==> config.mk <==
export PLATFORM = sky130hd
export DESIGN_NAME = scsi_hs_engine
export DESIGN_NICKNAME = d
export VERILOG_FILES = /design/src/rtl/scsi_hs_pkg.sv /design/src/rtl/hs_ack_sync.sv /design/src/rtl/hs_setup_timer.sv /design/src/rtl/hs_byte_count.sv /design/src/rtl/scsi_hs_engine.sv
export SDC_FILE = /design/constraint.sdc
export NUM_CORES = 1
export LEC_CHECK = 0
export ABC_AREA = 1
export BUFFER_PORTS_ARGS = -buffer_cell sky130_fd_sc_hd__buf_4
export CAP_MARGIN = 10
export CORE_ASPECT_RATIO = 1.4
export CORE_UTILIZATION = 40
export CTS_BUF_LIST = sky130_fd_sc_hd__clkbuf_8
export CTS_CLUSTER_DIAMETER = 50
export DETAILED_ROUTE_END_ITERATION = 6
export PLACE_DENSITY = 0.69
export SLEW_MARGIN = 40
export SYNTH_ARGS = -nofsm -noshare
export SYNTH_HDL_FRONTEND = slang
export SYNTH_HIERARCHICAL = 1
export SYNTH_SLANG_ARGS = --single-unit
==> constraint.sdc <==
create_clock -name clk -period 2.2 [get_ports clk]
set_input_delay 0.44 -clock clk [delete_from_list [all_inputs] [get_ports clk]]
set_output_delay 0.44 -clock clk [all_outputs]
set_load 0.1 [all_outputs]
==> src/rtl/scsi_hs_pkg.sv <==
package scsi_hs_pkg;

    localparam int BYTE_W = 8;
    localparam int LINE_W = BYTE_W + 1;

    typedef enum logic [3:0] {
        ST_IDLE,
        ST_TX_LOAD,
        ST_TX_SETUP,
        ST_TX_ACKHI,
        ST_TX_REQ,
        ST_RX_ACKHI,
        ST_RX_REQ,
        ST_TAIL,
        ST_DONE
    } hs_state_e;

    // Bit that makes the nine-line word carry an odd count of ones.
    function automatic logic odd_fill(input logic [BYTE_W-1:0] d);
        return ~(^d);
    endfunction

endpackage

==> src/rtl/hs_ack_sync.sv <==
module hs_ack_sync #(
    parameter int STAGES = 2
) (
    input  logic clk,
    input  logic rst_n,
    input  logic async_in,
    output logic sync_out
);
    logic [STAGES-1:0] chain;

    always_ff @(posedge clk or negedge rst_n) begin
        if (!rst_n) chain <= '1;
        else        chain <= {chain[STAGES-2:0], async_in};
    end

    assign sync_out = chain[STAGES-1];
endmodule

==> src/rtl/hs_setup_timer.sv <==
module hs_setup_timer #(
    parameter int SETUP_CLKS = 7
) (
    input  logic clk,
    input  logic rst_n,
    input  logic run,
    output logic expired
);
    localparam int TW = $clog2(SETUP_CLKS + 1);
    logic [TW-1:0] cnt;

    always_ff @(posedge clk or negedge rst_n) begin
        if (!rst_n)   cnt <= '0;
        else if (run) cnt <= cnt + TW'(1);
        else          cnt <= '0;
    end

    assign expired = run && (cnt == TW'(SETUP_CLKS - 1));
endmodule

==> src/rtl/hs_byte_count.sv <==
module hs_byte_count #(
    parameter int CNT_W = 16
) (
    input  logic             clk,
    input  logic             rst_n,
    input  logic             load,
    input  logic [CNT_W-1:0] load_val,
    input  logic             dec,
    output logic             last
);
    logic [CNT_W-1:0] remain;

    always_ff @(posedge clk or negedge rst_n) begin
        if (!rst_n)    remain <= '0;
        else if (load) remain <= load_val;
        else if (dec)  remain <= remain - CNT_W'(1);
    end

    assign last = (remain == CNT_W'(1));
endmodule

==> src/rtl/scsi_hs_engine.sv <==
module scsi_hs_engine
    import scsi_hs_pkg::*;
#(
    parameter int SETUP_CLKS  = 7,
    parameter int CNT_W       = 16,
    parameter int SYNC_STAGES = 2
) (
    input  logic             clk,
    input  logic             rst_n,
    input  logic             start,
    input  logic             dir_rx,
    input  logic [CNT_W-1:0] xfer_len,
    input  logic [7:0]       tx_data,
    input  logic             tx_valid,
    output logic             tx_ready,
    output logic [7:0]       rx_data,
    output logic             rx_valid,
    output logic [8:0]       bus_out,
    output logic             bus_oe,
    input  logic [8:0]       bus_in,
    output logic             req_n,
    input  logic             ack_n,
    output logic             busy,
    output logic             done,
    output logic             par_err,
    output logic             len_err
);
    hs_state_e state, state_nx;
    logic      ack_s;
    logic      tmr_exp;
    logic      cnt_last;
    logic      accept;
    logic      reject;
    logic      byte_done;
    logic      rx_take;
    logic [LINE_W-1:0] drive_r;

    hs_ack_sync #(.STAGES(SYNC_STAGES)) u_sync (
        .clk(clk), .rst_n(rst_n), .async_in(ack_n), .sync_out(ack_s)
    );

    hs_setup_timer #(.SETUP_CLKS(SETUP_CLKS)) u_tmr (
        .clk(clk), .rst_n(rst_n), .run(state == ST_TX_SETUP), .expired(tmr_exp)
    );

    hs_byte_count #(.CNT_W(CNT_W)) u_cnt (
        .clk(clk), .rst_n(rst_n), .load(accept), .load_val(xfer_len),
        .dec(byte_done), .last(cnt_last)
    );

    assign accept    = start && (state == ST_IDLE) && (xfer_len != '0)
                       && (dir_rx || !xfer_len[0]);
    assign reject    = start && (state == ST_IDLE) && !dir_rx && xfer_len[0];
    assign byte_done = ((state == ST_TX_REQ) || (state == ST_RX_REQ)) && !ack_s;
    assign rx_take   = (state == ST_RX_REQ) && !ack_s;

    // Next-state logic
    always_comb begin
        state_nx = state;
        unique case (state)
            ST_IDLE:     if (accept)   state_nx = dir_rx ? ST_RX_ACKHI : ST_TX_LOAD;
            ST_TX_LOAD:  if (tx_valid) state_nx = ST_TX_SETUP;
            ST_TX_SETUP: if (tmr_exp)  state_nx = ST_TX_ACKHI;
            ST_TX_ACKHI: if (ack_s)    state_nx = ST_TX_REQ;
            ST_TX_REQ:   if (!ack_s)   state_nx = cnt_last ? ST_TAIL : ST_TX_LOAD;
            ST_RX_ACKHI: if (ack_s)    state_nx = ST_RX_REQ;
            ST_RX_REQ:   if (!ack_s)   state_nx = cnt_last ? ST_TAIL : ST_RX_ACKHI;
            ST_TAIL:     if (ack_s)    state_nx = ST_DONE;
            ST_DONE:                   state_nx = ST_IDLE;
            default:                   state_nx = ST_IDLE;
        endcase
    end

    // State register and datapath registers
    always_ff @(posedge clk or negedge rst_n) begin
        if (!rst_n) begin
            state    <= ST_IDLE;
            drive_r  <= '0;
            rx_data  <= '0;
            rx_valid <= 1'b0;
            par_err  <= 1'b0;
            len_err  <= 1'b0;
        end else begin
            state    <= state_nx;
            rx_valid <= rx_take;
            if ((state == ST_TX_LOAD) && tx_valid)
                drive_r <= {odd_fill(tx_data), tx_data};
            if (rx_take)
                rx_data <= bus_in[BYTE_W-1:0];
            if (accept)
                par_err <= 1'b0;
            else if (rx_take && !(^bus_in))
                par_err <= 1'b1;
            if (accept)      len_err <= 1'b0;
            else if (reject) len_err <= 1'b1;
        end
    end

    // Moore outputs
    always_comb begin
        req_n    = 1'b1;
        bus_oe   = 1'b0;
        tx_ready = 1'b0;
        busy     = 1'b1;
        done     = 1'b0;
        unique case (state)
            ST_IDLE:     busy = 1'b0;
            ST_TX_LOAD:  begin bus_oe = 1'b1; tx_ready = 1'b1; end
            ST_TX_SETUP: bus_oe = 1'b1;
            ST_TX_ACKHI: bus_oe = 1'b1;
            ST_TX_REQ:   begin bus_oe = 1'b1; req_n = 1'b0; end
            ST_RX_ACKHI: ;
            ST_RX_REQ:   req_n = 1'b0;
            ST_TAIL:     ;
            ST_DONE:     begin busy = 1'b0; done = 1'b1; end
            default:     busy = 1'b0;
        endcase
    end

    assign bus_out = drive_r;
endmodule

==> results.sh, run 1 <==
export IMPL_synth_cell_types=36
export IMPL_areaGrowthSynthToFinish_pct=25.5
export IMPL_ctsHtreeMaxLevel=2
export IMPL_cp_required_ns=1.76
export IMPL_fin_nets=501
export IMPL_rsz0062_at_grt="no"
export IMPL_grt_pass1_wl_mm=11.5
export IMPL_die_width_um=72.4
export IMPL_antenna_cells=0
export IMPL_finalInstanceArea_mm2=0.00349
export IMPL_drive_gt1_share_pct=23.3
export IMPL_ios=64
export IMPL_synthCells=390
export IMPL_syn_area_mm2=0.00278
export IMPL_finalHoldViolCount=0
export IMPL_drv_slew=0
export IMPL_io_buffers=63
export IMPL_detail_route_first_pass_iterations=4
export IMPL_drtIter0Drc=71
export IMPL_min_period_ns=2.02
export IMPL_run_status="complete, no violations"
export IMPL_viasPerCell=4.84
export IMPL_final_cell_mix="nand2_1, buf_4, nor2_1, inv_1, dfrtp_1"
export IMPL_synth_top_flop_cell="dfrtp_1"
export IMPL_multi_input_area_mm2=0.00145
export IMPL_wl_per_cell_um=12.2
export IMPL_tightest_slew_ns=0.586
export IMPL_grt_usage_pct=20.1
export IMPL_synth_seq_cells=45
export IMPL_fill_cells=673
export IMPL_cts_buffers=5
export IMPL_cts_root_buffer="clkbuf_8"
export IMPL_rr_worst_depth=10
export IMPL_synth_edff_count=0
export IMPL_setup_viol=0
export IMPL_seq_area_frac_synth_pct=40.6
export IMPL_cts_buffer_depth=2
export IMPL_peakVddDrop_v=0.00105
export IMPL_grt_max_degree=46
export IMPL_antenna_left=0
export IMPL_fp_dieH_um=101
export IMPL_crit_type="register to primary output"
export IMPL_ys_async_sr_fraction_pct=100
export IMPL_antenna_found_initial=0
export IMPL_dieArea_mm2=0.00729
export IMPL_numClockSinks=45
export IMPL_finClkSkew_ns=0.00973
export IMPL_fmax_ghz=0.495
export IMPL_grt_overflow=0
export IMPL_place_congestion=0.856
export IMPL_period_share_pct=91.9
export IMPL_cp_start_kind="register"
export IMPL_start_util_pct=41.7
export IMPL_syn_area_per_cell_um2=7.12
export IMPL_drcViolationCount=0
export IMPL_maxSlewHeadroom_pct=60.9
export IMPL_cts_setup_buffers=0
export IMPL_rows=35
export IMPL_cts_resized=0
export IMPL_end_kind="primary output"
export IMPL_syn_nets=433
export IMPL_hold_slack_ns=0.138
export IMPL_synth_warning_count=6
export IMPL_core_area_mm2=0.00666
export IMPL_cp_arrival_ns=1.58
export IMPL_power_leakage_nw=1.86
export IMPL_hold_class="input port to asynchronous set/reset pin"
export IMPL_drv_cap=0
export IMPL_crit_fanout=4
export IMPL_clock_latency_ns=0.30
export IMPL_grt_pass1_vias=2690
export IMPL_power_density_mw_per_mm2=1680
export IMPL_dpl_hpwl_mm=5.35
export IMPL_place_area_mm2=0.00337
export IMPL_final_common_cell="nand2_1"
export IMPL_setup_tns_ns=0
export IMPL_cts_tree="built"
export IMPL_wl_mm=6.70
export IMPL_clk_pin_slew_ns=0.10
export IMPL_ctsHoldBuffers=0
export IMPL_vias=2667
export IMPL_seqCellArea_mm2=0.00113
[registers in the layout, indices dropped and copies added, names as in the netlist]
register      count
rx_valid          1
state             4
par_err           1
bus_out           9
u_cnt/remain     16
len_err           1
u_tmr/cnt         3
u_sync/chain      2
rx_data           8
[final timing paths]
kind / from / to / slack, ns
max in group asynchronous: rst_n / state[1] / 1.68
min in group clk: ack_n / u_sync/chain[0] / 0.24
setup reg to reg: state[1] / u_cnt/remain[6] / 0.22
hold / removal: rst_n / u_cnt/remain[9] / 0.14
setup / recovery: state[3] / bus_oe / 0.18
hold reg to reg: u_sync/chain[0] / u_sync/chain[1] / 0.37
[cell usage after synthesis, types with 2 or more instances]
| cell type | count | area (µm²) |
|---|---|---|
| o21ai_0 | 6 | 30.0 |
| a22oi_1 | 8 | 60.1 |
| o21ai_2 | 8 | 70.1 |
| o211ai_1 | 3 | 22.5 |
| xnor2_1 | 6 | 52.6 |
| a31oi_1 | 3 | 18.8 |
| nor2_1 | 51 | 191 |
| ha_1 | 4 | 50.1 |
| nor2_4 | 5 | 56.3 |
| nor2_2 | 3 | 18.8 |
| xor2_1 | 2 | 17.5 |
| dfrtp_1 | 43 | 1080 |
| dfstp_2 | 2 | 52.6 |
| nand3_1 | 22 | 110 |
| nand2_1 | 145 | 544 |
| nor3_1 | 2 | 10.0 |
| o221ai_1 | 2 | 17.5 |
| nand2_2 | 5 | 31.3 |
| inv_2 | 2 | 7.51 |
| buf_2 | 3 | 15.0 |
| a21oi_1 | 6 | 30.0 |
| inv_1 | 45 | 169 |
[area by class of cell]
cell class              count  share of cell area (%)
inverters                  48                    5.17
multi-input cells         292                    41.6
clock buffers               5                    1.97
flip-flops and latches     45                    32.4
clock inverters             3                    1.36
well taps                  92                    3.30
repair buffers             66                    14.2
[cells by family (layout without fill, tap and decap cells)]
family	count (synthesis)	count (layout)	share of synthesized area (%)
adders and majority gates	4	4	1.80
xor gates and xnor gates	9	9	3.11
DFF	45	45	40.6
AOI/OAI and AO/OA	38	38	9.46
and+or+nand+nor	241	241	37.4
buffers and inverters	53	122	7.57
[where the power goes]
| group | switching [W] | leakage, nW | internal, W |
|---|---|---|---|
| sequential | 0.000333 | 0.563 | 0.00117 |
| combinational | 0.00275 | 1.24 | 0.000918 |
| clock | 0.000320 | 0.0591 | 0.000347 |
[through the flow]
stage	total power (W)	worst slack, ns	utilization (%)	instances
floorplan	0.00437	-0.106	-	390
global placement	0.00515	0.319	50.6	543
detailed placement	0.00521	0.217	50.6	543
CTS	0.00589	0.164	52.4	551
global route	0.00623	0.0247	52.4	551
finish	0.00585	0.179	52.4	551
[metal layers]
layer | up-vias | wire length, µm | GRT usage, % | part of all wire [%]
met2 | 78 | 3590 | 37.3 | 54
met5 | - | 0 | 0 | 0
met1 | 1227 | 2610 | 21.6 | 39
met3 | 10 | 407 | 5.30 | 6.1
met4 | 0 | 91 | 6.64 | 1.4
li1 | 1352 | - | - | -
[worst max-delay path, stage by stage, from the launching register on]
cell and delay, ns:
dfrtp_1 0.46, inv_1 0.15, nand2_1 0.10, nor2_1 0.14, o21bai_2 0.13, buf_4 0.30
Power figures use the tool's default switching activity.
==> run 2, diff against run 1 <==
SYNTH_HIERARCHICAL = unset   (was 1)
==> run 2 against run 1 <==
Net effect: global-route usage down 1.4 points; maximum frequency down 3.2%; clock skew down 0.00080 ns; cell count down 6.4%; hold slack worse by 0.0020 ns; wire length down 7.3%; clock power down 3.3%; non-clock buffer count down 2; sequential power about the same; synthesized cell count down 8.5%.
==> results.sh, run 2 <==
export IMPL_wl_per_cell_um=12.0
export IMPL_switching_share_pct=57.4
export IMPL_cp_arrival_ns=1.65
export IMPL_grt_pass1_wl_mm=10.6
export IMPL_p_clk_share_pct=11.3
export IMPL_seq_area_frac_synth_pct=41.3
export IMPL_synth_edff_count=0
export IMPL_r2r_setup_slack_ns=0.37
export IMPL_sequentialPowerShare_pct=26.0
export IMPL_finalInstanceArea_mm2=0.00341
export IMPL_tightest_slew_ns=0.574
export IMPL_p_int_w=0.00242
export IMPL_synth_top_flop_cell="dfrtp_1"
export IMPL_ctsHoldBuffers=0
export IMPL_power_leakage_nw=1.75
export IMPL_cts_resized=0
export IMPL_power_density_mw_per_mm2=1670
export IMPL_yosysMostFrequentCell="nand2_1"
export IMPL_dieArea_mm2=0.00718
export IMPL_crit_slowest_cell="dfrtp_1"
export IMPL_final_common_cell="nand2_1"
export IMPL_finClkSkew_ns=0.00893
export IMPL_drv_cap=0
export IMPL_wl_mm=6.21
export IMPL_antenna_left=0
export IMPL_synth_warning_count=0
export IMPL_cp_start_kind="register"
export IMPL_reg2reg_to="u_cnt.remain[13]"
export IMPL_min_period_ns=2.09
export IMPL_dpl_hpwl_mm=4.92
export IMPL_cts_buffer_depth=2
export IMPL_fmax_ghz=0.479
export IMPL_max_stage_delay_ns=0.48
export IMPL_fin_ws_ns=0.112
export IMPL_pre_cts_ws_ns=0.374
export IMPL_detail_route_first_pass_iterations=4
export IMPL_syn_area_per_cell_um2=7.66
export IMPL_start_util_pct=41.4
export IMPL_grt_max_degree=46
export IMPL_fp_dieH_um=99.8
export IMPL_crit_type="register to primary output"
export IMPL_critPathTopFamily="flip-flops"
export IMPL_viasPerCell=4.75
export IMPL_synth_largest_area_cell="dfrtp_1"
export IMPL_yosysTopAreaCellShare_pct=39.3
export IMPL_clk_pin_slew_ns=0.09
export IMPL_r2r_start="state[0]"
export IMPL_critPathBufInv=2
export IMPL_peakVddDrop_v=0.00106
export IMPL_grt_usage_pct=18.7
export IMPL_run_status="complete, no violations"
export IMPL_period_share_pct=94.9
export IMPL_drive_gt1_share_pct=27.4
export IMPL_p_comb_share_pct=62.7
export IMPL_ys_async_sr_fraction_pct=100
export IMPL_crit_fanout=7
export IMPL_critical_path_cell_chain="nor2_2, inv_1, nor2_1, o21bai_2, buf_6"
export IMPL_antenna_found_initial=0
export IMPL_regMostFlops="u_cnt.remain"
export IMPL_synth_cell_types=35
export IMPL_drtIter0Drc=64
export IMPL_areaGrowthSynthToFinish_pct=24.7
export IMPL_setup_viol=0
export IMPL_finalHoldViolCount=0
export IMPL_rsz0062_at_grt="no"
export IMPL_maxSlewHeadroom_pct=61.7
export IMPL_io_buffers=63
export IMPL_syn_area_mm2=0.00274
export IMPL_cts_tree="built"
export IMPL_end_kind="primary output"
export IMPL_grt_pass1_vias=2365
export IMPL_hold_class="input port to asynchronous set/reset pin"
export IMPL_clock_latency_ns=0.30
export IMPL_cts_root_buffer="clkbuf_8"
export IMPL_synthTopCellsByArea="dfrtp_1, nand2_1, nand3_1, nor2_1, inv_1"
export IMPL_antenna_cells=0
export IMPL_final_cell_mix="nand2_1, buf_4, dfrtp_1, nor2_1, inv_1"
export IMPL_cts_setup_buffers=0
export IMPL_rows=35
export IMPL_core_area_mm2=0.00661
export IMPL_syn_nets=400
export IMPL_place_congestion=0.868
export IMPL_synth_seq_cells=45
export IMPL_ios=64
export IMPL_numClockSinks=45
export IMPL_ctsHtreeMaxLevel=2
export IMPL_fin_nets=466
export IMPL_power_switching_w=0.00326
export IMPL_drv_slew=0
export IMPL_vias=2449
export IMPL_cp_required_ns=1.76
export IMPL_place_area_mm2=0.00329
export IMPL_drcViolationCount=0
export IMPL_cts_buffers=5
export IMPL_ys_top_cells_by_count="nand2_1, dfrtp_1, nor2_1, inv_1, nand3_1"
export IMPL_rr_worst_depth=8
export IMPL_synthCells=357
export IMPL_grt_overflow=0
export IMPL_die_width_um=71.9
export IMPL_largest_reg_flops=16
-- run 2: metal layers --
metal  vias up  global-route usage, %  wire length [µm]
met1      1120                   21.6              2540
met3         8                   4.92               371
li1       1255                      -                 -
met4         0                   6.49                91
met2        66                   33.2              3210
met5         -                      0                 0
-- run 2: area by class of cell --
type,count,area (µm²)
flip-flops and latches,45,1130
repair buffers,64,484
fillers,659,3200
multi-input cells,263,1400
clock buffers,5,68.8
clock inverters,3,46.3
well taps,92,115
inverters,44,168
-- run 2: worst reg2reg max path, delay by kind of cell (launching register included) --
| kind | cells | cell delay, ns |
|---|---|---|
| AND/OR/NAND/NOR | 6 | 0.95 |
| flip-flops | 1 | 0.48 |
| buffers and inverters | 1 | 0.22 |
| AO/OA/AOI/OAI | 1 | 0.10 |
-- run 2: through the flow --
stage	util [%]	TNS [ns]	hold WS, ns	cells	power (W)
global route	51.6	0	0.172	516	0.00605
floorplan	-	-0.157	0.144	357	0.00432
CTS	51.5	0	0.152	516	0.00572
detailed placement	49.8	0	0.352	508	0.00507
global placement	49.8	0	0.346	508	0.00501
finish	51.6	0	0.136	516	0.00568
-- run 2: logic make-up (layout without fill, tap and decap cells) --
kind of cell               count (synthesis)  after routing  synth area share (%)
buffers and inverters                     49            116                  7.96
xor gates and xnor gates                  15             15                  4.80
and+or+nand+nor                          210            210                  34.1
AOI/OAI and AO/OA                         34             34                  10.1
adders and majority gates                  4              4                  1.83
DFF                                       45             45                  41.3
-- run 2: worst max-delay path by stage --
stage	startpoint	end	slack, ns	cells after the start
floorplan	state[0]	done	-0.16	3
finish	state[0]	bus_oe	0.11	5
global placement	state[0]	bus_oe	0.43	5
global route	state[0]	bus_oe	0.04	5
detailed placement	state[0]	u_cnt.remain[13]	0.37	8
CTS	state[0]	bus_oe	0.05	5
-- run 2: power groups by stage --
stage          logic [W]  registers (W)  clock network (W)
6_report         0.00356        0.00148           0.000645
5_1_grt          0.00382        0.00153           0.000692
2_1_floorplan    0.00165        0.00267                  0
3_3_place_gp     0.00353        0.00148                  0
3_5_place_dp     0.00358        0.00149                  0
4_1_cts          0.00358        0.00148           0.000661
